**src/rtl/clkdiv_pkg.sv**
```systemverilog
package clkdiv_pkg;

  localparam int CODE_W  = 3;
  localparam int RATIO_W = 4;

  // control-to-datapath strobes
  typedef struct packed {
    logic               srcTick;
    logic               restart;
    logic               gateReq;
    logic [RATIO_W-1:0] ratio;
  } dpCtl_t;

  function automatic logic [RATIO_W-1:0] tableRatio(input logic [CODE_W-1:0] code);
    logic [RATIO_W-1:0] r;
    case (code)
      3'd0:    r = 4'd1;
      3'd1:    r = 4'd2;
      3'd2:    r = 4'd4;
      3'd3:    r = 4'd6;
      3'd4:    r = 4'd8;
      3'd5:    r = 4'd12;
      default: r = 4'd1;
    endcase
    return r;
  endfunction

  // precedence: fixed /3, then bypass, then table
  function automatic logic [RATIO_W-1:0] effRatio(input logic div3Sw, input logic divSw,
                                                  input logic [CODE_W-1:0] code);
    logic [RATIO_W-1:0] r;
    if (div3Sw)      r = 4'd3;
    else if (!divSw) r = 4'd1;
    else             r = tableRatio(code);
    return r;
  endfunction

endpackage

```
**src/rtl/clkdiv_ctrl.sv**
```systemverilog
module clkdiv_ctrl
  import clkdiv_pkg::*;
#(
  parameter int SEL_W = 3
) (
  input  logic                  clk,
  input  logic                  rstN,
  input  logic                  pll0Tick,
  input  logic [(1<<SEL_W)-1:0] bankTick,
  input  logic                  cfgWe,
  input  logic                  cfgPllSw,
  input  logic [SEL_W-1:0]      cfgPllSel,
  input  logic                  cfgDivSw,
  input  logic [CODE_W-1:0]     cfgDivSel,
  input  logic                  cfgDiv3Sw,
  input  logic                  cfgEnable,
  output dpCtl_t                ctl,
  output logic [SEL_W:0]        rbParent,
  output logic                  rbEnabled,
  output logic [RATIO_W-1:0]    rbRatio
);

  localparam int PAR_W = SEL_W + 1;

  logic              pllSwQ;
  logic [SEL_W-1:0]  pllSelQ;
  logic              divSwQ;
  logic [CODE_W-1:0] divSelQ;
  logic              div3SwQ;
  logic              enableQ;
  logic              restartQ;

  logic [RATIO_W-1:0] curRatio;
  logic [RATIO_W-1:0] newRatio;
  logic [PAR_W-1:0]   curParent;
  logic [PAR_W-1:0]   newParent;
  logic               needRestart;

  always_comb begin
    curRatio    = effRatio(div3SwQ, divSwQ, divSelQ);
    newRatio    = effRatio(cfgDiv3Sw, cfgDivSw, cfgDivSel);
    curParent   = pllSwQ    ? PAR_W'(pllSelQ) + PAR_W'(1)   : '0;
    newParent   = cfgPllSw  ? PAR_W'(cfgPllSel) + PAR_W'(1) : '0;
    needRestart = cfgWe && ((newRatio != curRatio) || (newParent != curParent));
  end

  always_ff @(posedge clk) begin
    if (!rstN) begin
      pllSwQ   <= 1'b0;
      pllSelQ  <= '0;
      divSwQ   <= 1'b0;
      divSelQ  <= '0;
      div3SwQ  <= 1'b0;
      enableQ  <= 1'b0;
      restartQ <= 1'b0;
    end else begin
      restartQ <= needRestart;
      if (cfgWe) begin
        pllSwQ  <= cfgPllSw;
        pllSelQ <= cfgPllSel;
        divSwQ  <= cfgDivSw;
        divSelQ <= cfgDivSel;
        div3SwQ <= cfgDiv3Sw;
        enableQ <= cfgEnable;
      end
    end
  end

  always_comb begin
    ctl.srcTick = pllSwQ ? bankTick[pllSelQ] : pll0Tick;
    ctl.restart = restartQ;
    ctl.gateReq = enableQ;
    ctl.ratio   = curRatio;
  end

  assign rbParent  = curParent;
  assign rbEnabled = enableQ;
  assign rbRatio   = curRatio;

endmodule

```
**src/rtl/clkdiv_dp.sv**
```systemverilog
module clkdiv_dp
  import clkdiv_pkg::*;
(
  input  logic   clk,
  input  logic   rstN,
  input  dpCtl_t ctl,
  output logic   outTick,
  output logic   outLevel
);

  logic [RATIO_W-1:0] phaseCnt;
  logic [RATIO_W-1:0] highLen;
  logic               gateQ;
  logic               gateNext;
  logic               periodStart;
  logic               periodEnd;
  logic               tickQ;
  logic               levelQ;

  always_comb begin
    highLen     = ((ctl.ratio >> 1) == '0) ? RATIO_W'(1) : (ctl.ratio >> 1);
    periodStart = (phaseCnt == '0);
    periodEnd   = (phaseCnt >= ctl.ratio - RATIO_W'(1));
    gateNext    = periodStart ? ctl.gateReq : gateQ;
  end

  always_ff @(posedge clk) begin
    if (!rstN) begin
      phaseCnt <= '0;
      gateQ    <= 1'b0;
      tickQ    <= 1'b0;
      levelQ   <= 1'b0;
    end else if (ctl.restart) begin
      phaseCnt <= '0;
      gateQ    <= ctl.gateReq;
      tickQ    <= 1'b0;
      levelQ   <= 1'b0;
    end else if (ctl.srcTick) begin
      phaseCnt <= periodEnd ? '0 : phaseCnt + RATIO_W'(1);
      gateQ    <= gateNext;
      tickQ    <= periodStart && gateNext;
      levelQ   <= gateNext && (phaseCnt < highLen);
    end else begin
      tickQ    <= 1'b0;
    end
  end

  assign outTick  = tickQ;
  assign outLevel = levelQ;

endmodule

```
**src/rtl/clkdiv_cell.sv**
```systemverilog
module clkdiv_cell
  import clkdiv_pkg::*;
#(
  parameter int SEL_W = 3
) (
  input  logic                  clk,
  input  logic                  rstN,
  input  logic                  pll0Tick,
  input  logic [(1<<SEL_W)-1:0] bankTick,
  input  logic                  cfgWe,
  input  logic                  cfgPllSw,
  input  logic [SEL_W-1:0]      cfgPllSel,
  input  logic                  cfgDivSw,
  input  logic [2:0]            cfgDivSel,
  input  logic                  cfgDiv3Sw,
  input  logic                  cfgEnable,
  output logic                  outTick,
  output logic                  outLevel,
  output logic [SEL_W:0]        rbParent,
  output logic                  rbEnabled,
  output logic [3:0]            rbRatio
);

  dpCtl_t ctl;

  clkdiv_ctrl #(.SEL_W(SEL_W)) u_ctrl (
    .clk       (clk),
    .rstN      (rstN),
    .pll0Tick  (pll0Tick),
    .bankTick  (bankTick),
    .cfgWe     (cfgWe),
    .cfgPllSw  (cfgPllSw),
    .cfgPllSel (cfgPllSel),
    .cfgDivSw  (cfgDivSw),
    .cfgDivSel (cfgDivSel),
    .cfgDiv3Sw (cfgDiv3Sw),
    .cfgEnable (cfgEnable),
    .ctl       (ctl),
    .rbParent  (rbParent),
    .rbEnabled (rbEnabled),
    .rbRatio   (rbRatio)
  );

  clkdiv_dp u_dp (
    .clk      (clk),
    .rstN     (rstN),
    .ctl      (ctl),
    .outTick  (outTick),
    .outLevel (outLevel)
  );

endmodule

```
**config.mk**
```make
export PLATFORM = sky130hd
export DESIGN_NAME = clkdiv_cell
export DESIGN_NICKNAME = d
export VERILOG_FILES = /design/src/rtl/clkdiv_pkg.sv /design/src/rtl/clkdiv_ctrl.sv /design/src/rtl/clkdiv_dp.sv /design/src/rtl/clkdiv_cell.sv
export SDC_FILE = /design/constraint.sdc
export NUM_CORES = 1
export LEC_CHECK = 0
export BUFFER_PORTS_ARGS = -buffer_cell sky130_fd_sc_hd__buf_2
export CORE_MARGIN = 3
export CORE_UTILIZATION = 52
export CTS_CLUSTER_DIAMETER = 120
export CTS_CLUSTER_SIZE = 24
export DETAILED_ROUTE_END_ITERATION = 10
export PLACE_DENSITY = 0.78
export SETUP_SLACK_MARGIN = 0.3
export SYNTH_ARGS = -nofsm -noshare
export SYNTH_HDL_FRONTEND = slang
export SYNTH_HIERARCHICAL = 1
export SYNTH_SLANG_ARGS = --single-unit
```
**constraint.sdc**
```tcl
create_clock -name clk -period 2.64 [get_ports clk]
set_input_delay 0.396 -clock clk [delete_from_list [all_inputs] [get_ports clk]]
set_output_delay 0.396 -clock clk [all_outputs]
set_load 0.005 [all_outputs]
```
==> results.yml, run 1 <==
run_status:
  status: "finished clean"
worst_setup_path:
  critPathSlowestCell: "dfxtp_4"
  cp_slowest_stage_delay_ns: 0.39
  path_max_fanout: 6
  cp-end-kind: "flip-flop"
  cp-start-kind: "flip-flop"
  required_ns: 2.86
  crit_arrival_ns: 2.45
  path_cells: "or3b_1 > a21oi_2 > buf_4 > o21a_4 > xnor2_1 > ha_2 > o21ai_4 > nor2_2 > a211oi_2"
  crit_type: "reg2reg"
logic_synthesis:
  syn-mean-instance-area_um2: 9.08
  syn-cell-area_um2: 1470
  synth_seq_area_share_pct: 24.5
  syn_nets: 199
  ys.flop_type: "dfxtp_1"
  async_flop_share_pct: 0
  syn_inst: 162
  yosys_register_bits: 18
  synth-edff-count: 0
  yosysUniqueCellTypes: 41
  yosysWarningCount: 6
detailed_routing:
  antenna_left: 0
  first_iter_violations: 40
  viasPerCell: 5.58
  drt_wl_total_um: 3210
  wl_per_cell_um: 14.5
  drtPass1Iterations: 4
  vias: 1234
  drc_errors: 0
sta:
  setup_tns_ns: 0
  max_freq_mhz: 449
  hold_viol_final: 0
  finalSetupViolCount: 0
  rsz0062_at_grt: "no"
  finClkSkew_ns: 0.00659
  finalCritPeriodShare_pct: 84.3
  slew_viol_final: 0
  slew_headroom_pct: 76.2
  final.min_clock_period_ns: 2.23
  worstMarginPinSlew_ns: 0.357
floorplanning:
  die_y_um: 59.2
  coreArea_um2: 2590
  start_util_pct: 56.8
  rows: 18
  die_width_um: 59.2
  dieArea_um2: 3500
  num_io_pins: 33
final_layout:
  insertedDiodeCount: 0
  layout_commonest_cell: "buf_2"
  layout_common_cells: "buf_2, nor2b_1, dfxtp_1"
  syn2layout_area_growth_pct: 16.9
  drive_above_1_share_pct: 33.0
  stdcell_count: 221
  nFillCells: 215
  nNetsFinal: 230
clock_network:
  clkTransAtPathRegs_ns: 0.10
  cts_buffer_depth: 2
  clk-insertion-delay-late_ns: 0.29
  htree_num_levels: 1
  clock-sinks: 18
  cts_made_buffers: 3
  root_buffer: "clkbuf_4"
  cts_tree: "yes"
power:
  combPwrFrac_pct: 28.2
  sw_frac_of_total_pct: 30.3
  power_density_nw_per_um2: 357
  sequentialPowerShare_pct: 49.5
  p_sw_uw: 186
  pwr-share-clk_pct: 22.3
  vdd_ir_drop_max_v: 0.000292
  p_int_uw: 427
  p_leak_nw: 0.783
global_routing:
  grt_pass1_wl_um: 5410
  gr-total-overflow: 0
  grt_max_degree: 14
  grt.total_usage_pct: 19.9
  grt_pass1_vias: 1261
  antenna_found_initial: 0
placed_design:
  port_buffers: 32
  gp_congestion: 0.819
  dpl.hpwl_um: 2420
  dp.cells: 215
run:
  maxCapViolCount: 0
worst_hold_path:
  hp-class: "in2reg"
==> path summary, 6_finish.rpt <==
kind	startpoint	endpoint	slack (ns)	cells past startpoint
worst max-delay path	u_ctrl/divSelQ[2]	u_dp/phaseCnt[3]	0.41	9
worst max register to register	u_ctrl/divSelQ[2]	u_dp/phaseCnt[3]	0.41	9
worst min-delay path	cfgEnable	u_ctrl/rbEnabled	0.39	3
worst min register to register	u_ctrl/rbEnabled	u_dp/outTick	0.50	2
==> power groups by stage <==
stage	logic (mW)	clock network (mW)	registers, mW
finish	0.173	0.137	0.303
global route	0.192	0.154	0.306
CTS	0.162	0.140	0.302
detailed placement	0.156	0	0.309
global placement	0.150	0	0.307
floorplan	0.119	0	0.301
==> flip-flops by register name (all words and copies together) (netlist names) <==
register and count:
u_dp/phaseCnt 4, u_ctrl/divSelQ 3, u_ctrl/pllSelQ 3, u_ctrl/div3SwQ 1, u_ctrl/divSwQ 1, u_ctrl/pllSwQ 1
u_ctrl/rbEnabled 1, u_ctrl/restartQ 1, u_dp/gateQ 1, u_dp/outLevel 1, u_dp/outTick 1
==> logic make-up after synthesis <==
| kind of cell | count (synthesis) | synth area share (%) |
|---|---|---|
| multiplexers | 15 | 11.9 |
| AO/OA/AOI/OAI | 26 | 14.6 |
| adder cells (fa/ha/maj) | 15 | 12.8 |
| buffers and inverters | 23 | 7.66 |
| AND/OR/NAND/NOR | 53 | 21.4 |
| flip-flops | 18 | 24.5 |
| XOR/XNOR | 12 | 7.15 |
==> Yosys cell counts, types with 2 or more instances <==
cell / instances / area share (%)
dfxtp_1: 18 / 25
ha_1: 15 / 13
nor2b_1: 15 / 6.4
inv_1: 13 / 3.3
mux2i_1: 13 / 8.9
nand2_1: 10 / 2.6
xor2_1: 8 / 4.8
buf_4: 6 / 3.1
nor2_1: 6 / 1.5
a21oi_1: 5 / 1.7
o21ai_0: 5 / 1.7
nand2b_1: 4 / 1.7
xnor2_1: 4 / 2.4
buf_2: 3 / 1.0
nand4_1: 3 / 1.3
a21oi_2: 2 / 1.2
a41oi_1: 2 / 1.2
and2_1: 2 / 0.85
mux4_2: 2 / 3.1
nand3b_1: 2 / 1.0
nor3_1: 2 / 0.68
o211ai_1: 2 / 1.0
or3b_1: 2 / 1.2
==> stage by stage <==
stage	setup WS, ns	hold slack, ns	cell area, µm²	power [mW]	util, %
global placement	0.346	0.472	1610	0.457	62.2
detailed placement	0.249	0.483	1610	0.465	62.2
global route	0.277	0.403	1720	0.652	66.3
floorplan	0.412	0.485	1470	0.420	-
finish	0.415	0.393	1720	0.612	66.3
CTS	0.324	0.391	1660	0.604	64.0
==> layer usage <==
layer / GRT usage [%] / part of all wire, % / vias to the layer above
met2: 36.6 / 51 / 25
met5: 0 / 0 / -
li1: - / - / 621
met4: 3.88 / 0.62 / 0
met3: 3.49 / 4.2 / 4
met1: 24.0 / 45 / 584
==> worst max-delay path, delay by kind of cell, from the launching register on <==
| kind | cells | cell delay [ns] |
|---|---|---|
| AO/OA/AOI/OAI | 4 | 0.74 |
| XOR/XNOR | 1 | 0.13 |
| buffers and inverters | 1 | 0.15 |
| flip-flops | 1 | 0.39 |
| AND/OR/NAND/NOR | 2 | 0.42 |
| adder cells (fa/ha/maj) | 1 | 0.31 |
==> final cells by class <==
type | count | area, µm² | area share, %
Inverter | 13 | 48.8 | 2.84
Sequential cell | 18 | 367 | 21.3
Clock buffer | 3 | 22.5 | 1.31
Multi-Input combinational cell | 121 | 1050 | 61.3
Tap cell | 30 | 37.5 | 2.18
Timing Repair Buffer | 36 | 190 | 11.1
==> repair_timing <==
| item | in CTS | in global routing |
|---|---|---|
| resized for setup | 1 | 11 |
| pin swaps | 3 | 3 |
| setup buffers | 3 | 0 |
| hold buffers | 0 | 0 |
| setup endpoints to repair | 4 | 4 |
No activity file was read; power rests on OpenSTA's default activity.
==> run 2, diff against run 1 <==
==> constraint.sdc (replaced) <==
create_clock -name clk -period 2.3 [get_ports clk]
set_input_delay 0.345 -clock clk [delete_from_list [all_inputs] [get_ports clk]]
set_output_delay 0.345 -clock clk [all_outputs]
set_load 0.005 [all_outputs]
==> run 2 against run 1 <==
Total power up 24%; sequential power rose by 14%; clock skew increased by 0.0017 ns; design area is 6.7% higher; sequential share of layout area down 1.3 points; routed wire length rose by 2.7%; die area unchanged; global-route usage is 0.14 points lower; worst hold slack worse by 0.082 ns; final cell count is 4.5% higher; utilization up 4.4 points.
==> results.yml, run 2 (synthesis results as in run 1) <==
run_status:
  status: "finished clean"
power:
  sequentialPowerShare_pct: 45.4
  power.total_uw: 760
  combPwrFrac_pct: 27.8
  vdd_ir_drop_max_v: 0.000407
  p_leak_nw: 0.854
  power_density_nw_per_um2: 415
  pwr-share-clk_pct: 26.7
  p_int_uw: 534
  sw_frac_of_total_pct: 29.8
  p_sw_uw: 226
detailed_routing:
  drc_errors: 0
  wl_per_cell_um: 14.3
  antenna_left: 0
  vias: 1297
  viasPerCell: 5.61
  first_iter_violations: 37
  drt_wl_total_um: 3300
  drtPass1Iterations: 4
worst_setup_path:
  path_max_fanout: 5
  cp-end-kind: "flip-flop"
  required_ns: 2.50
  crit_arrival_ns: 2.38
  cp-start-kind: "flip-flop"
  crit_type: "reg2reg"
placed_design:
  dp.cells: 216
  dpl.hpwl_um: 2350
  port_buffers: 32
  pre_cts_ws_ns: 0.107
  placed_area_um2: 1650
  gp_congestion: 0.775
sta:
  slew_headroom_pct: 76.1
  finalSetupViolCount: 0
  hold_viol_final: 0
  rsz0062_at_grt: "yes"
  slew_viol_final: 0
  worst_slack_ns: 0.117
  hold_ws_ns: 0.311
  max_freq_mhz: 458
  finalCritPeriodShare_pct: 94.9
  finClkSkew_ns: 0.00833
  worstMarginPinSlew_ns: 0.358
  final.min_clock_period_ns: 2.18
  setup_tns_ns: 0
run:
  maxCapViolCount: 0
final_layout:
  stdcell_count: 231
  nNetsFinal: 239
  layout_commonest_cell: "buf_2"
  utilization_pct: 70.8
  largest_reg_flops: 4
  top_register: "u_dp/phaseCnt"
  syn2layout_area_growth_pct: 24.7
  drive_above_1_share_pct: 39.8
  layout_common_cells: "buf_2, nor2b_1, dfxtp_1"
  top_regs: "u_dp/phaseCnt x4, u_ctrl/divSelQ x3, u_ctrl/pllSelQ x3"
  insertedDiodeCount: 0
  finalInstanceArea_um2: 1830
floorplanning:
  rows: 18
  die_width_um: 59.2
  num_io_pins: 33
  start_util_pct: 56.8
  coreArea_um2: 2590
  dieArea_um2: 3500
  die_y_um: 59.2
global_routing:
  grt.total_usage_pct: 19.7
  grt_max_degree: 14
  antenna_found_initial: 0
  grt_pass1_vias: 1291
  grt_pass1_wl_um: 5350
  gr-total-overflow: 0
clock_network:
  clock-sinks: 18
  cts_buffer_depth: 2
  cts_made_buffers: 3
  clk-insertion-delay-late_ns: 0.31
  root_buffer: "clkbuf_4"
  cts_hold_buffers: 0
  htree_num_levels: 1
  cts_tree: "yes"
  clkTransAtPathRegs_ns: 0.11
worst_hold_path:
  hp-class: "in2reg"
## run 2: changes by cell type in the layout (fill, tap and decap cells not counted), sizes merged
cell	delta
buf	+9
clkbuf	+1
## run 2: final cells by class
| type | count | area, µm² |
|---|---|---|
| fill | 203 | 757 |
| inverter | 13 | 48.8 |
| sequential | 18 | 367 |
| clock buffer | 4 | 36.3 |
| timing repair buffer | 45 | 258 |
| tap | 30 | 37.5 |
| multi-input combinational | 121 | 1090 |
## run 2: worst paths after layout
| path | from | end | slack [ns] | cells past startpoint |
|---|---|---|---|---|
| worst max-delay path | u_ctrl/divSelQ[2] | u_dp/phaseCnt[0] | 0.12 | 10 |
| worst min-delay path | cfgEnable | u_ctrl/rbEnabled | 0.31 | 3 |
| worst max register to register | u_ctrl/divSelQ[2] | u_dp/phaseCnt[0] | 0.12 | 10 |
| worst min register to register | u_ctrl/rbEnabled | u_dp/outTick | 0.50 | 2 |
## run 2: power by group through the flow
| stage | Combinational [mW] | Sequential (mW) | Clock [mW] |
|---|---|---|---|
| after floorplan | 0.143 | 0.346 | 0 |
| after global placement | 0.182 | 0.351 | 0 |
| after detailed placement | 0.190 | 0.352 | 0 |
| after CTS | 0.203 | 0.345 | 0.212 |
| after global routing | 0.232 | 0.348 | 0.227 |
| final | 0.212 | 0.345 | 0.203 |
## run 2: layer usage
metal | routed length, µm | up-vias | global-route usage [%] | part of all wire (%)
met3 | 212 | 10 | 5.66 | 6.4
met1 | 1340 | 607 | 21.9 | 41
met4 | 74 | 0 | 8.74 | 2.2
met5 | 0 | - | 0 | 0
met2 | 1670 | 43 | 34.5 | 51
li1 | - | 637 | - | -
## run 2: what timing repair did
action / CTS / global route
setup buffers: 7 / 4
setup endpoints to repair: 4 / 6
pin swaps: 8 / 5
resized for setup: 6 / 7
## run 2: worst max-delay path, stage by stage, from the launching register on
cell	delay, ns
dfxtp_4	0.38
or3b_1	0.36
a21oi_2	0.18
buf_4	0.14
o21a_4	0.16
nor3_2	0.06
xnor2_1	0.13
ha_1	0.32
o21ai_4	0.08
o211ai_1	0.18
a21boi_1	0.08
==> run 3, diff against run 2 <==
--- a/config.mk
+++ b/config.mk
@@ -6,12 +6,14 @@
 export NUM_CORES = 1
 export LEC_CHECK = 0
 export BUFFER_PORTS_ARGS = -buffer_cell sky130_fd_sc_hd__buf_2
+export CELL_PAD_IN_SITES_DETAIL_PLACEMENT = 1
+export CELL_PAD_IN_SITES_GLOBAL_PLACEMENT = 2
 export CORE_MARGIN = 3
-export CORE_UTILIZATION = 52
+export CORE_UTILIZATION = 32
 export CTS_CLUSTER_DIAMETER = 120
 export CTS_CLUSTER_SIZE = 24
 export DETAILED_ROUTE_END_ITERATION = 10
-export PLACE_DENSITY = 0.78
+export PLACE_DENSITY = 0.8
 export SETUP_SLACK_MARGIN = 0.3
 export SYNTH_ARGS = -nofsm -noshare
 export SYNTH_HDL_FRONTEND = slang
==> run 3 against run 2 <==
Non-clock buffer count is 6 lower; critical path depth stayed put; clock power is 27% higher; final cell count is 6.9% higher; clock skew is 0.0032 ns lower; register-to-register slack better by 0.04 ns; largest power group unchanged.
==> results.yml, run 3 (synthesis results as in run 1) <==
clock_network:
  clkTransAtPathRegs_ns: 0.07
  htree_num_levels: 1
  root_buffer: "clkbuf_8"
  clock-sinks: 18
  cts_tree: "yes"
  cts_hold_buffers: 0
  clk-insertion-delay-late_ns: 0.25
  cts_buffer_depth: 2
  cts_made_buffers: 3
worst_hold_path:
  min_path_cells: 3
  hp-start: "cfgEnable"
  worstHoldEndpoint: "u_ctrl/rbEnabled"
  hp-class: "in2reg"
worst_setup_path:
  reg2regPathDepth: 10
  critical_path_buf_inv_count: 2
  ff2ff_setup_slack_ns: 0.16
  worst_path_most_repeated_cell: "inv_2"
  cp-start-kind: "flip-flop"
  cpLargestDelayFamily: "compound AO/OA/AOI/OAI gates"
  cp_slowest_stage_delay_ns: 0.38
  path_max_fanout: 5
  cp-end-kind: "flip-flop"
  r2r-end: "u_dp/phaseCnt[1]"
  path_cells: "or3b_4 > a21oi_4 > inv_2 > inv_2 > ha_4 > xnor2_2 > ha_2 > o21ai_4 > o211ai_1 > a21oi_1"
  crit_arrival_ns: 2.33
  critPathSlowestCell: "or3b_4"
  required_ns: 2.49
  crit_type: "reg2reg"
  reg2reg_from: "u_ctrl/divSelQ[2]"
sta:
  setup_tns_ns: 0
  max_freq_mhz: 467
  finalSetupViolCount: 0
  finalCritPeriodShare_pct: 93.2
  rsz0062_at_grt: "yes"
  worstMarginPinSlew_ns: 0.351
  slew_headroom_pct: 76.6
  hold_viol_final: 0
  slew_viol_final: 0
  final.min_clock_period_ns: 2.14
  finClkSkew_ns: 0.00508
placed_design:
  gp_congestion: 0.787
  dpl.hpwl_um: 2930
  port_buffers: 32
floorplanning:
  start_util_pct: 33.5
  num_io_pins: 33
  coreArea_um2: 4380
  die_width_um: 73.8
  die_y_um: 73.8
  rows: 24
  dieArea_um2: 5440
final_layout:
  top_register: "u_dp/phaseCnt"
  layout_common_cells: "buf_2, nor2b_1, dfxtp_1"
  syn2layout_area_growth_pct: 23.6
  largest_reg_flops: 4
  drive_above_1_share_pct: 36.9
  insertedDiodeCount: 0
  nNetsFinal: 233
  layout_commonest_cell: "buf_2"
  top_regs: "u_dp/phaseCnt x4, u_ctrl/divSelQ x3, u_ctrl/pllSelQ x3"
  nFillCells: 530
power:
  p_leak_nw: 0.816
  power_density_nw_per_um2: 449
  power.total_uw: 816
  vdd_ir_drop_max_v: 0.000168
detailed_routing:
  drtPass1Iterations: 3
  vias: 1243
  antenna_left: 0
  drt_wl_total_um: 3680
  wl_per_cell_um: 14.9
  drc_errors: 0
  viasPerCell: 5.03
  first_iter_violations: 20
run_status:
  status: "finished clean"
global_routing:
  antenna_found_initial: 0
  gr-total-overflow: 0
  grt_pass1_vias: 1292
  grt.total_usage_pct: 14.3
  grt_pass1_wl_um: 6180
  grt_max_degree: 14
run:
  maxCapViolCount: 0
run 3: cell types whose count changed in the layout (fill, tap and decap cells not counted), sizes merged:
cell / change
buf: -6
run 3: worst max path at each step:
stage                                  from          endpoint  slack, ns  cells past startpoint
after floorplan           u_ctrl/divSelQ[2]  u_dp/phaseCnt[3]       0.26                      9
after global placement    u_ctrl/divSelQ[0]  u_dp/phaseCnt[0]       0.12                      9
after detailed placement  u_ctrl/divSelQ[1]  u_dp/phaseCnt[1]       0.04                     11
after CTS                 u_ctrl/divSelQ[1]  u_dp/phaseCnt[3]       0.12                     10
after global routing      u_ctrl/divSelQ[0]  u_dp/phaseCnt[1]       0.03                     10
final                     u_ctrl/divSelQ[2]  u_dp/phaseCnt[1]       0.16                     10
run 3: final cells by class:
| class | count | area (µm²) | share of cell area [%] |
|---|---|---|---|
| timing repair buffer | 39 | 213 | 11.7 |
| sequential | 18 | 368 | 20.2 |
| inverter | 13 | 48.8 | 2.69 |
| multi-input combinational | 121 | 1070 | 58.7 |
| tap | 52 | 65.1 | 3.58 |
| clock buffer | 4 | 55.1 | 3.03 |
run 3: report_power, final:
group          leakage (nW)  switching, mW  total (mW)  internal [mW]
Clock                0.0288          0.106       0.258          0.152
Sequential            0.149         0.0209       0.348          0.327
Combinational         0.638          0.102       0.210          0.107
Total                 0.816          0.229       0.816          0.587
run 3: per-stage QoR:
stage	cells	hold WS (ns)	setup slack, ns	utilization, %	instance area, µm²
floorplan	162	0.473	0.258	-	1500
global placement	237	0.482	0.119	38.1	1670
detailed placement	237	0.480	0.0372	38.1	1670
CTS	245	0.367	0.116	40.4	1770
global route	247	0.394	0.0340	41.4	1820
finish	247	0.368	0.157	41.4	1820
run 3: what timing repair did:
| item | CTS | global route |
|---|---|---|
| pin swaps | 4 | 9 |
| gates resized for setup | 6 | 6 |
| endpoints found under the setup margin | 6 | 6 |
| buffers inserted | 4 | 2 |
run 3: layer usage:
metal	wire [µm]	GRT usage [%]	vias to the layer above
li1	-	-	624
met1	1650	18.7	598
met2	1890	24.8	19
met3	119	2.33	2
met4	21	2.62	0
met5	0	0	-
run 3: worst min-delay path, cell delays in order:
cell and delay [ns]:
buf_2 0.07, mux2i_1 0.06, nor2b_1 0.10
